### config.mk
export PLATFORM = sky130hd
export DESIGN_NAME = gpr_scoreboard
export DESIGN_NICKNAME = d
export VERILOG_FILES = /design/src/rtl/gpr_scb_pkg.sv /design/src/rtl/gpr_scb_counter.sv /design/src/rtl/gpr_scb_fwd_pipe.sv /design/src/rtl/gpr_scb_fwd_sel.sv /design/src/rtl/gpr_scoreboard.sv
export SDC_FILE = /design/constraint.sdc
export NUM_CORES = 1
export LEC_CHECK = 0
export ABC_CLOCK_PERIOD_IN_PS = 6100
export BUFFER_PORTS_ARGS = -buffer_cell sky130_fd_sc_hd__clkbuf_2
export CORE_ASPECT_RATIO = 1.1
export CORE_MARGIN = 3
export CORE_UTILIZATION = 45
export CTS_CLUSTER_SIZE = 8
export DETAILED_ROUTE_END_ITERATION = 8
export GPL_ROUTABILITY_DRIVEN = 0
export PLACE_DENSITY = 0.76
export SLEW_MARGIN = 20
export SYNTH_ARGS = -nofsm -noshare
export SYNTH_HDL_FRONTEND = slang
export SYNTH_SLANG_ARGS = --single-unit
### constraint.sdc
create_clock -name clk -period 6.1 [get_ports clk]
set_input_delay 1.525 -clock clk [delete_from_list [all_inputs] [get_ports clk]]
set_output_delay 1.525 -clock clk [all_outputs]
set_load 0.01 [all_outputs]
### src/rtl/gpr_scb_pkg.sv
package gpr_scb_pkg;

   // Number of enabled fields (0..2) that name register r.
   function automatic logic [1:0] field_hits(input logic en0, input int unsigned idx0,
                                             input logic en1, input int unsigned idx1,
                                             input int unsigned r);
      logic [1:0] h;
      h = 2'd0;
      if (en0 && idx0 == r) h = h + 2'd1;
      if (en1 && idx1 == r) h = h + 2'd1;
      return h;
   endfunction

endpackage

### src/rtl/gpr_scb_counter.sv
module gpr_scb_counter #(
   parameter int CNT_W = 3
) (
   input  logic             clk,
   input  logic             rst_n,
   input  logic [1:0]       inc,
   input  logic [1:0]       dec,
   output logic [CNT_W-1:0] cnt
);
   localparam int PAD_W = CNT_W - 1;

   logic [CNT_W-1:0] cnt_q;
   logic [CNT_W:0]   sum;

   always_comb begin
      sum = {1'b0, cnt_q} + {{PAD_W{1'b0}}, inc} - {{PAD_W{1'b0}}, dec};
   end

   always_ff @(posedge clk) begin
      if (!rst_n) cnt_q <= '0;
      else        cnt_q <= sum[CNT_W-1:0];
   end

   assign cnt = cnt_q;
endmodule

### src/rtl/gpr_scb_fwd_pipe.sv
module gpr_scb_fwd_pipe #(
   parameter int IDX_W  = 4,
   parameter int DATA_W = 32,
   parameter int STAGES = 2
) (
   input  logic                       clk,
   input  logic                       rst_n,
   input  logic                       wr_en,
   input  logic [IDX_W-1:0]           wr_idx,
   input  logic [DATA_W-1:0]          wr_data,
   output logic [STAGES-1:0]          stg_vld,
   output logic [STAGES*IDX_W-1:0]    stg_idx,
   output logic [STAGES*DATA_W-1:0]   stg_data
);
   // Stage 0 holds the youngest change.
   for (genvar s = 0; s < STAGES; s++) begin : g_stage
      logic              vld_q;
      logic [IDX_W-1:0]  idx_q;
      logic [DATA_W-1:0] data_q;
      if (s == 0) begin : g_head
         always_ff @(posedge clk) begin
            if (!rst_n) vld_q <= 1'b0;
            else        vld_q <= wr_en;
            idx_q  <= wr_idx;
            data_q <= wr_data;
         end
      end else begin : g_tail
         always_ff @(posedge clk) begin
            if (!rst_n) vld_q <= 1'b0;
            else        vld_q <= g_stage[s-1].vld_q;
            idx_q  <= g_stage[s-1].idx_q;
            data_q <= g_stage[s-1].data_q;
         end
      end
      assign stg_vld[s]                     = vld_q;
      assign stg_idx[s*IDX_W +: IDX_W]      = idx_q;
      assign stg_data[s*DATA_W +: DATA_W]   = data_q;
   end
endmodule

### src/rtl/gpr_scb_fwd_sel.sv
module gpr_scb_fwd_sel #(
   parameter int IDX_W  = 4,
   parameter int DATA_W = 32,
   parameter int STAGES = 2
) (
   input  logic [STAGES-1:0]        stg_vld,
   input  logic [STAGES*IDX_W-1:0]  stg_idx,
   input  logic [STAGES*DATA_W-1:0] stg_data,
   input  logic [IDX_W-1:0]         rd_idx,
   input  logic [DATA_W-1:0]        rf_data,
   output logic [DATA_W-1:0]        rd_data
);
   always_comb begin
      rd_data = rf_data;
      // Oldest first so the youngest matching stage overrides.
      for (int s = STAGES - 1; s >= 0; s--) begin
         if (stg_vld[s] && stg_idx[s*IDX_W +: IDX_W] == rd_idx)
            rd_data = stg_data[s*DATA_W +: DATA_W];
      end
      if (rd_idx == '0) rd_data = '0;
   end
endmodule

### src/rtl/gpr_scoreboard.sv
module gpr_scoreboard #(
   parameter int NUM_REGS   = 16,
   parameter int CNT_W      = 3,
   parameter int DATA_W     = 32,
   parameter int BYP_STAGES = 2,
   parameter int IDX_W      = $clog2(NUM_REGS)
) (
   input  logic              clk,
   input  logic              rst_n,
   input  logic              dec_valid,
   input  logic              dec_dst0_en,
   input  logic [IDX_W-1:0]  dec_dst0,
   input  logic              dec_dst1_en,
   input  logic [IDX_W-1:0]  dec_dst1,
   input  logic [IDX_W-1:0]  dec_base,
   input  logic [IDX_W-1:0]  dec_index,
   output logic              dec_stall,
   input  logic              cmp_valid,
   input  logic              cmp_dst0_en,
   input  logic [IDX_W-1:0]  cmp_dst0,
   input  logic              cmp_dst1_en,
   input  logic [IDX_W-1:0]  cmp_dst1,
   input  logic              iu_wr_en,
   input  logic [IDX_W-1:0]  iu_wr_idx,
   input  logic [DATA_W-1:0] iu_wr_data,
   input  logic [DATA_W-1:0] rf_base_data,
   input  logic [DATA_W-1:0] rf_index_data,
   output logic [DATA_W-1:0] agen_base,
   output logic [DATA_W-1:0] agen_index
);
   import gpr_scb_pkg::*;

   localparam int               PAD_W   = CNT_W - 1;
   localparam logic [CNT_W-1:0] CNT_MAX = '1;

   // Elaboration-time parameter checks.
   if (NUM_REGS < 2 || NUM_REGS != (1 << IDX_W)) begin : g_bad_regs
      $error("NUM_REGS must be a power of two of at least 2");
   end
   if (CNT_W < 2) begin : g_bad_cnt
      $error("CNT_W must be at least 2");
   end
   if (BYP_STAGES < 1) begin : g_bad_byp
      $error("BYP_STAGES must be at least 1");
   end

   logic [NUM_REGS*CNT_W-1:0] cnt_flat;
   logic [NUM_REGS-1:0]       ovf;
   logic                      issue;
   logic                      base_busy, index_busy;

   // ---------------- per-register counters ----------------
   for (genvar r = 0; r < NUM_REGS; r++) begin : g_reg
      logic [1:0]       raw_inc, inc, dec;
      logic [CNT_W-1:0] cnt;
      assign raw_inc = field_hits(dec_dst0_en, int'(dec_dst0), dec_dst1_en, int'(dec_dst1), r);
      assign inc     = issue ? raw_inc : 2'd0;
      assign dec     = cmp_valid ? field_hits(cmp_dst0_en, int'(cmp_dst0),
                                              cmp_dst1_en, int'(cmp_dst1), r) : 2'd0;
      assign ovf[r]  = ({1'b0, cnt} + {{PAD_W{1'b0}}, raw_inc}) > {1'b0, CNT_MAX};

      gpr_scb_counter #(.CNT_W(CNT_W)) u_cnt (
         .clk   (clk),
         .rst_n (rst_n),
         .inc   (inc),
         .dec   (dec),
         .cnt   (cnt)
      );
      assign cnt_flat[r*CNT_W +: CNT_W] = cnt;
   end

   // ---------------- interlock ----------------
   assign base_busy  = (dec_base  != '0) && (cnt_flat[dec_base  * CNT_W +: CNT_W] != '0);
   assign index_busy = (dec_index != '0) && (cnt_flat[dec_index * CNT_W +: CNT_W] != '0);
   assign dec_stall  = dec_valid && (base_busy || index_busy || (|ovf));
   assign issue      = dec_valid && !dec_stall;

   // ---------------- forwarding ----------------
   logic [BYP_STAGES-1:0]        stg_vld;
   logic [BYP_STAGES*IDX_W-1:0]  stg_idx;
   logic [BYP_STAGES*DATA_W-1:0] stg_data;

   gpr_scb_fwd_pipe #(.IDX_W(IDX_W), .DATA_W(DATA_W), .STAGES(BYP_STAGES)) u_pipe (
      .clk      (clk),
      .rst_n    (rst_n),
      .wr_en    (iu_wr_en),
      .wr_idx   (iu_wr_idx),
      .wr_data  (iu_wr_data),
      .stg_vld  (stg_vld),
      .stg_idx  (stg_idx),
      .stg_data (stg_data)
   );

   gpr_scb_fwd_sel #(.IDX_W(IDX_W), .DATA_W(DATA_W), .STAGES(BYP_STAGES)) u_sel_base (
      .stg_vld  (stg_vld),
      .stg_idx  (stg_idx),
      .stg_data (stg_data),
      .rd_idx   (dec_base),
      .rf_data  (rf_base_data),
      .rd_data  (agen_base)
   );

   gpr_scb_fwd_sel #(.IDX_W(IDX_W), .DATA_W(DATA_W), .STAGES(BYP_STAGES)) u_sel_index (
      .stg_vld  (stg_vld),
      .stg_idx  (stg_idx),
      .stg_data (stg_data),
      .rd_idx   (dec_index),
      .rf_data  (rf_index_data),
      .rd_data  (agen_index)
   );
endmodule

After elaboration in Yosys (flattened, before gate mapping) --
Index checks and enable logic that the tools add are counted.
Storage, ports and cells: bits in registers 122, bits of input ports 133, word-level logic and storage cells 374
Cells by class: add/subtract/negate cells 80, multipliers 2, order comparisons 16, equality and inequality tests 64, shifts and indexed selects 2, mux-type cells 102, reductions and logical operators 86
Operator list (count):
- two-way mux 32 bit | 6
- == test 4 bit, second input constant | 32
- two-way mux 2 bit | 64
- indexed part select 48 x 7 -> 3 bit | 2
- logical AND 1 bit | 72
- adder 2 x 1 -> 2 bit, second input constant | 32
- adder 3 x 2 -> 4 bit | 16
- == test 4 x 3 -> 1 bit, second input constant | 16
- > comparator 4 x 3 -> 1 bit, second input constant | 16
- adder 3 x 2 -> 3 bit | 16
- subtractor 3 x 2 -> 3 bit | 16
- == test 4 x 2 -> 1 bit, second input constant | 8
- two-way mux 1 bit | 32
- logical NOT 4 bit | 6
- == test 4 x 1 -> 1 bit, second input constant | 4
- == test 4 bit | 4
- OR reduction 16 bit | 1
- multiplier 4 x 2 -> 6 bit, second input constant | 2
- nonzero test 4 bit | 2
- nonzero test 3 bit | 2
- logical OR 1 bit | 2
- logical NOT 1 bit | 1

Logic depth before layout (Yosys ltp) --
Gate-level depths: netlist of run 1.
word-level depth 15, gate-level depth with buffers 17

Modules after synthesis --
A second synthesis of run 1 with hierarchy kept.
Unflattened totals: cells, all modules 1019, area, all modules 9086.2 um^2
By module, submodules not included:
- gpr_scb_counter | instances 16, cells each 15, area an instance 181.4 um^2, sequential area each 60.1 um^2
- gpr_scoreboard | instances 1, cells each 349, area an instance 2549.9 um^2, sequential area each 0.0 um^2
- gpr_scb_fwd_sel | instances 2, cells each 176, area an instance 1062.3 um^2, sequential area each 0.0 um^2
- gpr_scb_fwd_pipe | instances 1, cells each 78, area an instance 1508.9 um^2, sequential area each 1481.4 um^2

Worst setup path before layout of run 1 --
OpenSTA, ideal clock, no wires.
path kind input port to flip-flop, from input port dec_dst0[3], to register g_reg[2].u_cnt.cnt_q[2], library setup time 0.115 ns, arrival time 5.466 ns, required time 5.985 ns, path slack 0.519 ns, cell stages on the path 16, cells stage by stage or3b_2 -> nor3_1 -> ha_1 -> ha_1 -> nand4_1 -> nand4_1 -> or4_1 -> a211o_1 -> buf_6 -> or4_4 -> fa_1 -> inv_1 -> fa_1 -> xnor2_1 -> xnor2_1 -> and2_1
Between the ends: word-level cells in the longest chain between the ends 15
Ends and longest elaborated chain:
- from (decl) | RTL line gpr_scoreboard.sv:12 | input logic [IDX_W-1:0] dec_dst0,
- == test 4 x 1 -> 1 bit (tied with other cells) | RTL line gpr_scb_pkg.sv:9 | if (en0 && idx0 == r) h = h + 2'd1;
- logical AND 1 bit | RTL line gpr_scb_pkg.sv:9
- two-way mux 1 bit | RTL line gpr_scb_pkg.sv:9
- adder 2 x 1 -> 2 bit | RTL line gpr_scb_pkg.sv:10 | if (en1 && idx1 == r) h = h + 2'd1;
- two-way mux 2 bit | RTL line gpr_scb_pkg.sv:10
- adder 3 x 2 -> 4 bit | RTL line gpr_scoreboard.sv:60 | assign ovf[r] = ({1'b0, cnt} + {{PAD_W{1'b0}}, raw_inc}) > {1'b0, CNT_MAX};
- > comparator 4 x 3 -> 1 bit | RTL line gpr_scoreboard.sv:60
- OR reduction 16 bit | RTL line gpr_scoreboard.sv:75 | assign dec_stall = dec_valid && (base_busy || index_busy || (|ovf));
- logical OR 1 bit | RTL line gpr_scoreboard.sv:75
- logical AND 1 bit | RTL line gpr_scoreboard.sv:75
- logical NOT 1 bit | RTL line gpr_scoreboard.sv:76 | assign issue = dec_valid && !dec_stall;
- logical AND 1 bit | RTL line gpr_scoreboard.sv:76
- two-way mux 2 bit (*) | RTL line gpr_scoreboard.sv:57 | assign inc = issue ? raw_inc : 2'd0;
- adder 3 x 2 -> 3 bit (*) | RTL line gpr_scb_counter.sv:16 | sum = {1'b0, cnt_q} + {{PAD_W{1'b0}}, inc} - {{PAD_W{1'b0}}, dec};
- subtractor 3 x 2 -> 3 bit (*) | RTL line gpr_scb_counter.sv:16
- to (signal assigned) | RTL line gpr_scb_counter.sv:21 | else cnt_q <= sum[CNT_W-1:0];
- to (decl) | RTL line gpr_scb_counter.sv:12 | logic [CNT_W-1:0] cnt_q;
Every way passes the cells marked *; elsewhere a longest branch is shown, timed or not. A chain may end at the register's enable or synchronous reset.

Worst setup path after layout of run 1 --
from input port dec_dst0[3], to output port dec_stall
Between the ends: word-level cells in the longest chain between the ends 10
Ends and longest elaborated chain:
- == test 4 x 1 -> 1 bit (tied with other cells) | RTL line gpr_scb_pkg.sv:9
- logical AND 1 bit | RTL line gpr_scb_pkg.sv:9
- two-way mux 1 bit | RTL line gpr_scb_pkg.sv:9
- adder 2 x 1 -> 2 bit | RTL line gpr_scb_pkg.sv:10
- two-way mux 2 bit | RTL line gpr_scb_pkg.sv:10
- adder 3 x 2 -> 4 bit | RTL line gpr_scoreboard.sv:60
- > comparator 4 x 3 -> 1 bit | RTL line gpr_scoreboard.sv:60
- OR reduction 16 bit (*) | RTL line gpr_scoreboard.sv:75
- logical OR 1 bit (*) | RTL line gpr_scoreboard.sv:75
- logical AND 1 bit (*) | RTL line gpr_scoreboard.sv:75
- to (decl) | RTL line gpr_scoreboard.sv:17 | output logic dec_stall,
Marked as above.

==> metrics, run 1 <==
core area=17,900 µm²; PortBufs=197; CTS hold repair buffers=0; synthesis-stage register bit count=122; drt total wl=24,400 µm; PwrDens=225 nW/µm²; clk_skew=13.3 ps; CTS tree=done; Synth cell types=44; area of the multi-input gates=5440 µm²; # clock sinks=122; power share of the clock group=45.7%; htree depth=4; vias in the first global route=7,286; First-pass DRT Iterations=5; die area=20,200 µm²; ys async rst share=0%; Fmax achieved=0.168 GHz; # DRC=0; Synth top cells by count=122 x dfxtp_1, 113 x nor2_1, 80 x ha_1, 72 x inv_1, 68 x mux2i_1; # resized after CTS=0; pre-CTS WS=57.4 ps; Worst Max-Slew Pin Slew=882 ps; Leakage=4.62 nW; crit path launch type=input pin; Clk pin slew, worst setup/hold paths=60 ps; CP required=4580 ps; Final WS setup=140 ps; syn avg cell area=9.02 µm²; Reg area=2440 µm²; Period minus WS final=5960 ps; largest delay contributor family on the critical path=simple AND/OR/NAND/NOR gates; post-synthesis sequential area ratio=29.3%; Warnings, synthesis=0; final hold vios=0; drt via density=5.44; Fin Setup TNS=0 ps; fraction of layout cells with a size suffix above 1=24.2%; R2R setup slack=1860 ps; largest net degree at the start of global routing=51; Routed Antenna Nets=0; via count=7,395; dpl hpwl=19,000 µm; post-CTS setup buffer count=0; P_int=1.67 mW; top cells by area, synth=dfxtp_1 29%, ha_1 12%, mux2i_1 8.2%; hold crit path type=reg2reg; TritonCTS Buffers=17; Cells after DPL=1,327; Initial DRC Count=420; final slew viol count=0; num rows=51; P_sw=0.628 mW; Arrival @ worst endpoint=4430 ps; most instantiated library cell after synthesis=dfxtp_1; Finished Layout Cells=1,360; MaxCap Viol Count=0; Final Util=56.9%; Area Overhead vs Synth=22.3%; Gate power share=15.8%; nets=1,353; die height=149 µm; switching share of total power=27.3%; initial antenna violation count=2; Root Driver=clkbuf_16; number of I/O pins=198; FILL cells=1,654; VDD IR max=200 µV; final period utilization=97.7%; Max transition margin=41.0%; Synth Flop Type=dfxtp_1; Post-Syn Nets=1,170; critical path fanouts, max=16; number of synthesized flops with an enable pin=0; CP Capture Type=output pin; clk_lat worst skew=420 ps; DR WL/cell=17.9 µm; Post-Syn Area=8350 µm²; crit-path cells=clkbuf_2 > or3b_2 > nor3_1 > ha_1 > ha_1 > nand4_1 > nand4_1 > or4_1 > a211o_1 > o31a_1 > clkbuf_2; final setup fails=0; Post-Syn Instances=925; Yosys top cell by area=dfxtp_1; Reg power frac=38.5%; grt ovf=0; type of the worst setup path=in2out; slowest CP cell=or3b_2; outcome=finished clean; buffers plus inverters on the worst setup path=2; RSZ-0062 raised after global routing=no; Synth top area share=29.3%; die width=136 µm; CP max stage delay=520 ps; Initial Utilization=46.5%; GRT Overall Usage=23.6%; CTS max path bufs=2; first-pass GRT wire length=37,400 µm; Tot Pwr=2.30 mW
==> layout by cell type, fill, tap and decap left out, types with 6 or more instances in the layout <==
| cell type | instances |
|---|---|
| clkbuf_2 | 197 |
| dfxtp_1 | 122 |
| nor2_1 | 113 |
| ha_1 | 80 |
| inv_1 | 72 |
| mux2i_1 | 68 |
| and2_1 | 66 |
| a211oi_1 | 64 |
| nand2_1 | 48 |
| xnor2_1 | 36 |
| fa_1 | 32 |
| nor3_1 | 27 |
| nor4_1 | 25 |
| nand4_1 | 21 |
| clkbuf_16 | 17 |
| buf_4 | 17 |
| xor2_1 | 12 |
| nand2b_1 | 10 |
| nand3b_1 | 10 |
| nor2b_1 | 8 |
| or4_1 | 7 |
| nor3_2 | 6 |
==> area by class of cell <==
cell class | count | share of cell area (%)
multi-input cells | 679 | 53.3
clock buffers | 20 | 4.47
diodes | 1 | 0.0245
well taps | 238 | 2.92
flip-flops and latches | 122 | 23.9
clock inverters | 12 | 1.58
inverters | 73 | 2.68
repair buffers | 215 | 11.1
==> logic make-up (layout without fill, tap and decap cells) <==
kind of cell	after synthesis	count (layout)	share of synthesized area, %
buf+inv	124	320	6.12
compound gates	82	82	7.50
simple gates	365	365	23.1
other cells	0	1	0
flops	122	122	29.3
xor+xnor	48	48	5.04
mux	72	72	9.28
fa+ha+maj	112	112	19.7
==> worst register-to-register path, cell delays in order (launching register included) <==
cell and delay [ps]:
dfxtp_1 350, nor3_1 600, mux2i_1 150, mux4_2 510, a211o_1 540, or4_1 570, fa_1 490, inv_1 50
fa_1 440, xnor2_1 220, xnor2_1 80, and2_1 150
==> sequential cells by signal, summed over array words and instances, names as in the netlist <==
register and count:
u_pipe.g_stage.vld_q 2, u_pipe.g_stage.data_q 64, g.u_cnt.cnt 48, u_pipe.g_stage.idx_q 8
==> power by group through the flow <==
stage / combinational, mW / sequential, mW / clock, mW
final: 0.364 / 0.885 / 1.05
after global routing: 0.400 / 0.890 / 1.11
after CTS: 0.364 / 0.884 / 1.08
after detailed placement: 0.360 / 0.902 / 0
after global placement: 0.352 / 0.900 / 0
after floorplan: 0.222 / 0.887 / 0
==> stage by stage <==
step	hold slack [ps]	area [µm²]
after floorplan	352	8350
final	365	10200
after detailed placement	359	9590
after global placement	355	9590
after global routing	376	10200
after CTS	367	10200
==> final timing paths <==
| kind | cells after the start | endpoint | start |
|---|---|---|---|
| setup reg to reg | 11 | g_reg[11].u_cnt.cnt[2] | g_reg[10].u_cnt.cnt[1] |
| hold reg to reg | 0 | u_pipe.g_stage[1].data_q[29] | u_pipe.g_stage[0].data_q[29] |
| hold / removal | 0 | u_pipe.g_stage[1].data_q[29] | u_pipe.g_stage[0].data_q[29] |
| setup / recovery | 11 | dec_stall | dec_dst0[3] |
==> layer usage <==
metal | wire (µm) | vias to the layer above | track usage [%]
li1 | - | 3579 | -
met1 | 9510 | 3475 | 26.6
met2 | 11900 | 290 | 41.8
met3 | 2150 | 47 | 6.58
met4 | 807 | 4 | 9.98
met5 | 15 | - | 0
(Power assumes the default switching activity.)
==> run 2, diff against run 1 <==
--- a/config.mk
+++ b/config.mk
@@ -5,7 +5,7 @@
 export SDC_FILE = /design/constraint.sdc
 export NUM_CORES = 1
 export LEC_CHECK = 0
-export ABC_CLOCK_PERIOD_IN_PS = 6100
+export ABC_CLOCK_PERIOD_IN_PS = 5600
 export BUFFER_PORTS_ARGS = -buffer_cell sky130_fd_sc_hd__clkbuf_2
 export CORE_ASPECT_RATIO = 1.1
 export CORE_MARGIN = 3
==> constraint.sdc (replaced) <==
create_clock -name clk -period 5.6 [get_ports clk]
set_input_delay 1.4 -clock clk [delete_from_list [all_inputs] [get_ports clk]]
set_output_delay 1.4 -clock clk [all_outputs]
set_load 0.01 [all_outputs]
==> metrics, run 2 (synthesis results as in run 1) <==
htree depth=4; P_int=1.82 mW; GRT Overall Usage=24.8%; final slew viol count=0; P_sw=0.714 mW; Final Util=58.6%; CTS tree=done; final hold vios=0; drt total wl=24,900 µm; Placement Cell Area=9840 µm²; Period minus WS final=5490 ps; CTS max path bufs=2; switching share of total power=28.2%; TritonCTS Buffers=17; Leakage=4.79 nW; grt ovf=0; die area=20,200 µm²; Initial DRC Count=387; final setup fails=0; hold crit path type=reg2reg; type of the worst setup path=in2out; drt via density=5.44; largest register by flop count=u_pipe.g_stage.data_q; MaxCap Viol Count=0; first-pass GRT wire length=38,900 µm; Final Cell Area=10,500 µm²; Reg area=2440 µm²; die height=149 µm; Max transition margin=31.4%; CTS hold repair buffers=0; Gate power share=16.5%; clk_lat worst skew=420 ps; power share of the clock group=45.4%; core area=17,900 µm²; clk_skew=9.61 ps; num rows=51; Arrival @ worst endpoint=4090 ps; crit path launch type=input pin; Area Overhead vs Synth=25.8%; First-pass DRT Iterations=5; vias in the first global route=7,495; Initial Utilization=46.5%; VDD IR max=209 µV; Worst Max-Slew Pin Slew=1030 ps; Root Driver=clkbuf_16; final period utilization=98.0%; Tot Pwr=2.53 mW; max reg flops=64; via count=7,576; critical path fanouts, max=4; CP Capture Type=output pin; initial antenna violation count=3; nets=1,384; Fin Setup TNS=0 ps; outcome=finished clean; # DRC=0; hold slack=366 ps; fraction of layout cells with a size suffix above 1=26.8%; DR WL/cell=17.9 µm; die width=136 µm; Fmax achieved=0.182 GHz; Reg power frac=38.1%; FILL cells=1,549; number of I/O pins=198; RSZ-0062 raised after global routing=no; leading cell types in the layout, fill and taps excluded=197 x clkbuf_2, 122 x dfxtp_1, 112 x nor2_1, 79 x ha_1, 72 x inv_1; PwrDens=241 nW/µm²; Clk pin slew, worst setup/hold paths=60 ps; dpl hpwl=19,400 µm; area of the multi-input gates=5470 µm²; CP required=4200 ps; Routed Antenna Nets=0; largest net degree at the start of global routing=51; # clock sinks=122; PortBufs=197; most common cell after layout, fill and taps aside=clkbuf_2
## run 2: area by class of cell
class	instances	share of cell area [%]
clock inverters	15	1.80
multi-input cells	679	52.1
well taps	238	2.84
repair buffers	246	13.3
diodes	2	0.0477
clock buffers	17	4.05
inverters	73	2.61
flip-flops and latches	122	23.3
## run 2: path summary, 6_finish.rpt
check | startpoint | to | slack, ps | depth (start not counted)
setup / recovery | dec_dst0[3] | dec_stall | 110 | 12
hold / removal | u_pipe.g_stage[0].data_q[3] | u_pipe.g_stage[1].data_q[3] | 370 | 0
setup reg to reg | g_reg[10].u_cnt.cnt[0] | g_reg[14].u_cnt.cnt[2] | 1400 | 12
hold reg to reg | u_pipe.g_stage[0].data_q[3] | u_pipe.g_stage[1].data_q[3] | 370 | 0
## run 2: worst max-delay path, stage by stage
cell and delay, ps:
clkbuf_2 90, or3b_2 530, nor2_1 130, ha_1 180
ha_1 230, nand4_1 110, nand4_1 90, or4_1 530
a211o_4 290, buf_4 140, o31a_1 230, clkbuf_2 130
## run 2: metal layers
layer  global-route usage, %  part of all wire, %  routed length (µm)
met1                    28.6                   38                9410
met2                    41.5                   48               12000
met3                    7.35                  9.4                2340
met4                    13.2                  4.7                1180
met5                       0                0.040                  10
## run 2: power groups by stage
stage | sequential [mW] | clock, mW | combinational, mW
final | 0.964 | 1.15 | 0.419
after global routing | 0.969 | 1.21 | 0.463
after CTS | 0.963 | 1.17 | 0.418
after detailed placement | 0.981 | 0 | 0.413
after global placement | 0.980 | 0 | 0.402
after floorplan | 0.967 | 0 | 0.242
## run 2: through the flow
step,std cells,setup WS (ps)
2_1_floorplan,925,144
3_3_place_gp,1357,-145
3_5_place_dp,1357,-279
4_1_cts,1390,79.9
5_1_grt,1392,8.16
6_report,1392,113
## run 2: repair_timing
| item | 4_1_cts | 5_1_grt |
|---|---|---|
| pin swaps | 1 | 0 |
| buffers inserted | 1 | 0 |
| endpoints found under the setup margin | 1 | 5 |
| gates resized for setup | 2 | 6 |
==> run 3, diff against run 2 <==
--- a/config.mk
+++ b/config.mk
@@ -5,6 +5,7 @@
 export SDC_FILE = /design/constraint.sdc
 export NUM_CORES = 1
 export LEC_CHECK = 0
+export ABC_AREA = 1
 export ABC_CLOCK_PERIOD_IN_PS = 5600
 export BUFFER_PORTS_ARGS = -buffer_cell sky130_fd_sc_hd__clkbuf_2
 export CORE_ASPECT_RATIO = 1.1
@@ -13,7 +14,7 @@
 export CTS_CLUSTER_SIZE = 8
 export DETAILED_ROUTE_END_ITERATION = 8
 export GPL_ROUTABILITY_DRIVEN = 0
-export PLACE_DENSITY = 0.76
+export PLACE_DENSITY = 0.75
 export SLEW_MARGIN = 20
 export SYNTH_ARGS = -nofsm -noshare
 export SYNTH_HDL_FRONTEND = slang
==> metrics, run 3 <==
final slew viol count=0; P_int=1.78 mW; drt total wl=25,300 µm; MaxCap Viol Count=0; Routed met3 length=1780 µm; CP required=4200 ps; RSZ-0062 raised after global routing=no; TritonCTS Buffers=17; # clock sinks=122; die width=140 µm; DR WL met2=12,400 µm; dpl hpwl=19,800 µm; outcome=finished clean; number of I/O pins=198; first-pass GRT wire length=40,400 µm; Area Overhead vs Synth=20.3%; Tot Pwr=2.48 mW; vias in the first global route=8,198; PortBufs=197; post-CTS setup buffer count=0; Final Util=55.4%; CTS tree=done; Final Cell Area=10,700 µm²; Post-Syn Instances=1,320; Initial DRC Count=710; CTS hold repair buffers=0; largest net degree at the start of global routing=65; Clk pin slew, worst setup/hold paths=60 ps; htree depth=4; drt via density=5.03; die height=153 µm; most instantiated library cell after synthesis=inv_1; pre-CTS WS=522 ps; Synth top cells by count=327 x inv_1, 229 x nand2_1, 133 x o21ai_0, 122 x dfxtp_1, 118 x nor2_1; most common cell after layout, fill and taps aside=inv_1; nets=1,744; Post-Route M1 WL=9820 µm; Yosys top cell by area=dfxtp_1; type of the worst setup path=in2out; fraction of layout cells with a size suffix above 1=17.8%; Worst Max-Slew Pin Slew=919 ps; Fmax achieved=0.201 GHz; Post-Syn Area=8860 µm²; GRT Overall Usage=23.3%; Cells after DPL=1,727; Synth cell types=30; Period minus WS final=4980 ps; number of synthesized flops with an enable pin=0; Routed Antenna Nets=0; Worst R2R Start=g_reg[0].u_cnt.cnt[0]; Post-Syn Nets=1,565; Leakage=6.20 nW; Root Driver=clkbuf_16; DR WL/cell=14.4 µm; clk_skew=9.73 ps; critical path fanouts, max=10; # DRC=0; # diodes=0; final setup fails=0; initial antenna violation count=0; First-pass DRT Iterations=5; top cells by area, synth=dfxtp_1 28%, inv_1 14%, ha_1 11%; P_sw=0.700 mW; max reg flops=64; crit path launch type=input pin; synthesis-stage register bit count=122; final hold vios=0; highest metal used=met4; VDD IR max=220 µV; CP Capture Type=output pin; Synth Flop Type=dfxtp_1; Reg power frac=38.1%; worst min-delay path startpoint=u_pipe.g_stage[0].data_q[23]; Max transition margin=38.7%; post-synthesis sequential area ratio=27.6%; Arrival @ worst endpoint=3580 ps; Gate power share=16.1%; clk_lat worst skew=420 ps; Synth top area share=27.6%; Fin Setup TNS=0 ps; hold crit path type=reg2reg; Placement Cell Area=10,000 µm²; largest register by flop count=u_pipe.g_stage.data_q; switching share of total power=28.2%; hold slack=347 ps; syn avg cell area=6.71 µm²; Finished Layout Cells=1,759; core area=19,200 µm²; ys async rst share=0%; Final WS setup=616 ps; num rows=53; power share of the clock group=45.8%; leading cell types in the layout, fill and taps excluded=327 x inv_1, 229 x nand2_1, 197 x clkbuf_2, 133 x o21ai_0, 122 x dfxtp_1; PwrDens=233 nW/µm²; Initial Utilization=46.1%; grt ovf=0; final period utilization=89.0%; die area=21,400 µm²; # resized after CTS=0; CP startpoint=dec_dst1[0]; CTS max path bufs=2; via count=8,849; Warnings, synthesis=0
run 3: cell count changes after synthesis, sizes merged, moves of 64 or more:
cell / change
inv: +258
nand2: +181
o21ai: +148
a21oi: +96
mux2i: -68
and2: -66
a211oi: -64
run 3: worst paths after layout:
kind                                                      to  slack [ps]  depth (start not counted)
worst min-delay path            u_pipe.g_stage[1].data_q[23]         350                          0
worst min register to register  u_pipe.g_stage[1].data_q[23]         350                          0
worst max-delay path                               dec_stall         620                         16
worst max register to register        g_reg[10].u_cnt.cnt[2]        2140                         17
run 3: metal layers:
layer  up-vias  track usage, %
li1       4406               -
met4         0            11.7
met1      4020            27.1
met2       355            40.9
met5         -               0
met3        68            4.26
run 3: layout make-up:
class | count | area, µm²
clock inverter | 13 | 166
sequential | 122 | 2440
timing repair buffer | 207 | 1090
clock buffer | 19 | 443
inverter | 330 | 1240
multi-input combinational | 821 | 4970
tap | 247 | 309
fill | 1860 | 8580
run 3: worst max-delay path: stages:
cell	delay, ps
clkbuf_2	120
inv_1	110
nor2_1	50
nand2_1	110
nor2_1	60
ha_1	210
ha_1	290
nand3_1	100
a21oi_1	70
nor2_1	150
nand2_1	60
nor2_1	120
nand2_1	100
a21oi_4	290
a21boi_0	170
clkbuf_2	160
run 3: power by group through the flow:
stage	Clock (mW)	Combinational (mW)	Sequential, mW
floorplan	0	0.248	0.953
global placement	0	0.387	0.962
detailed placement	0	0.395	0.963
CTS	1.15	0.399	0.945
global route	1.20	0.451	0.951
finish	1.14	0.400	0.946
run 3: cell families after synthesis:
kind of cell / synth area share (%)
and+or+nand+nor: 21.0
buffers and inverters: 16.4
AOI/OAI and AO/OA: 14.5
DFF: 27.6
adders and majority gates: 18.5
xor gates and xnor gates: 1.98
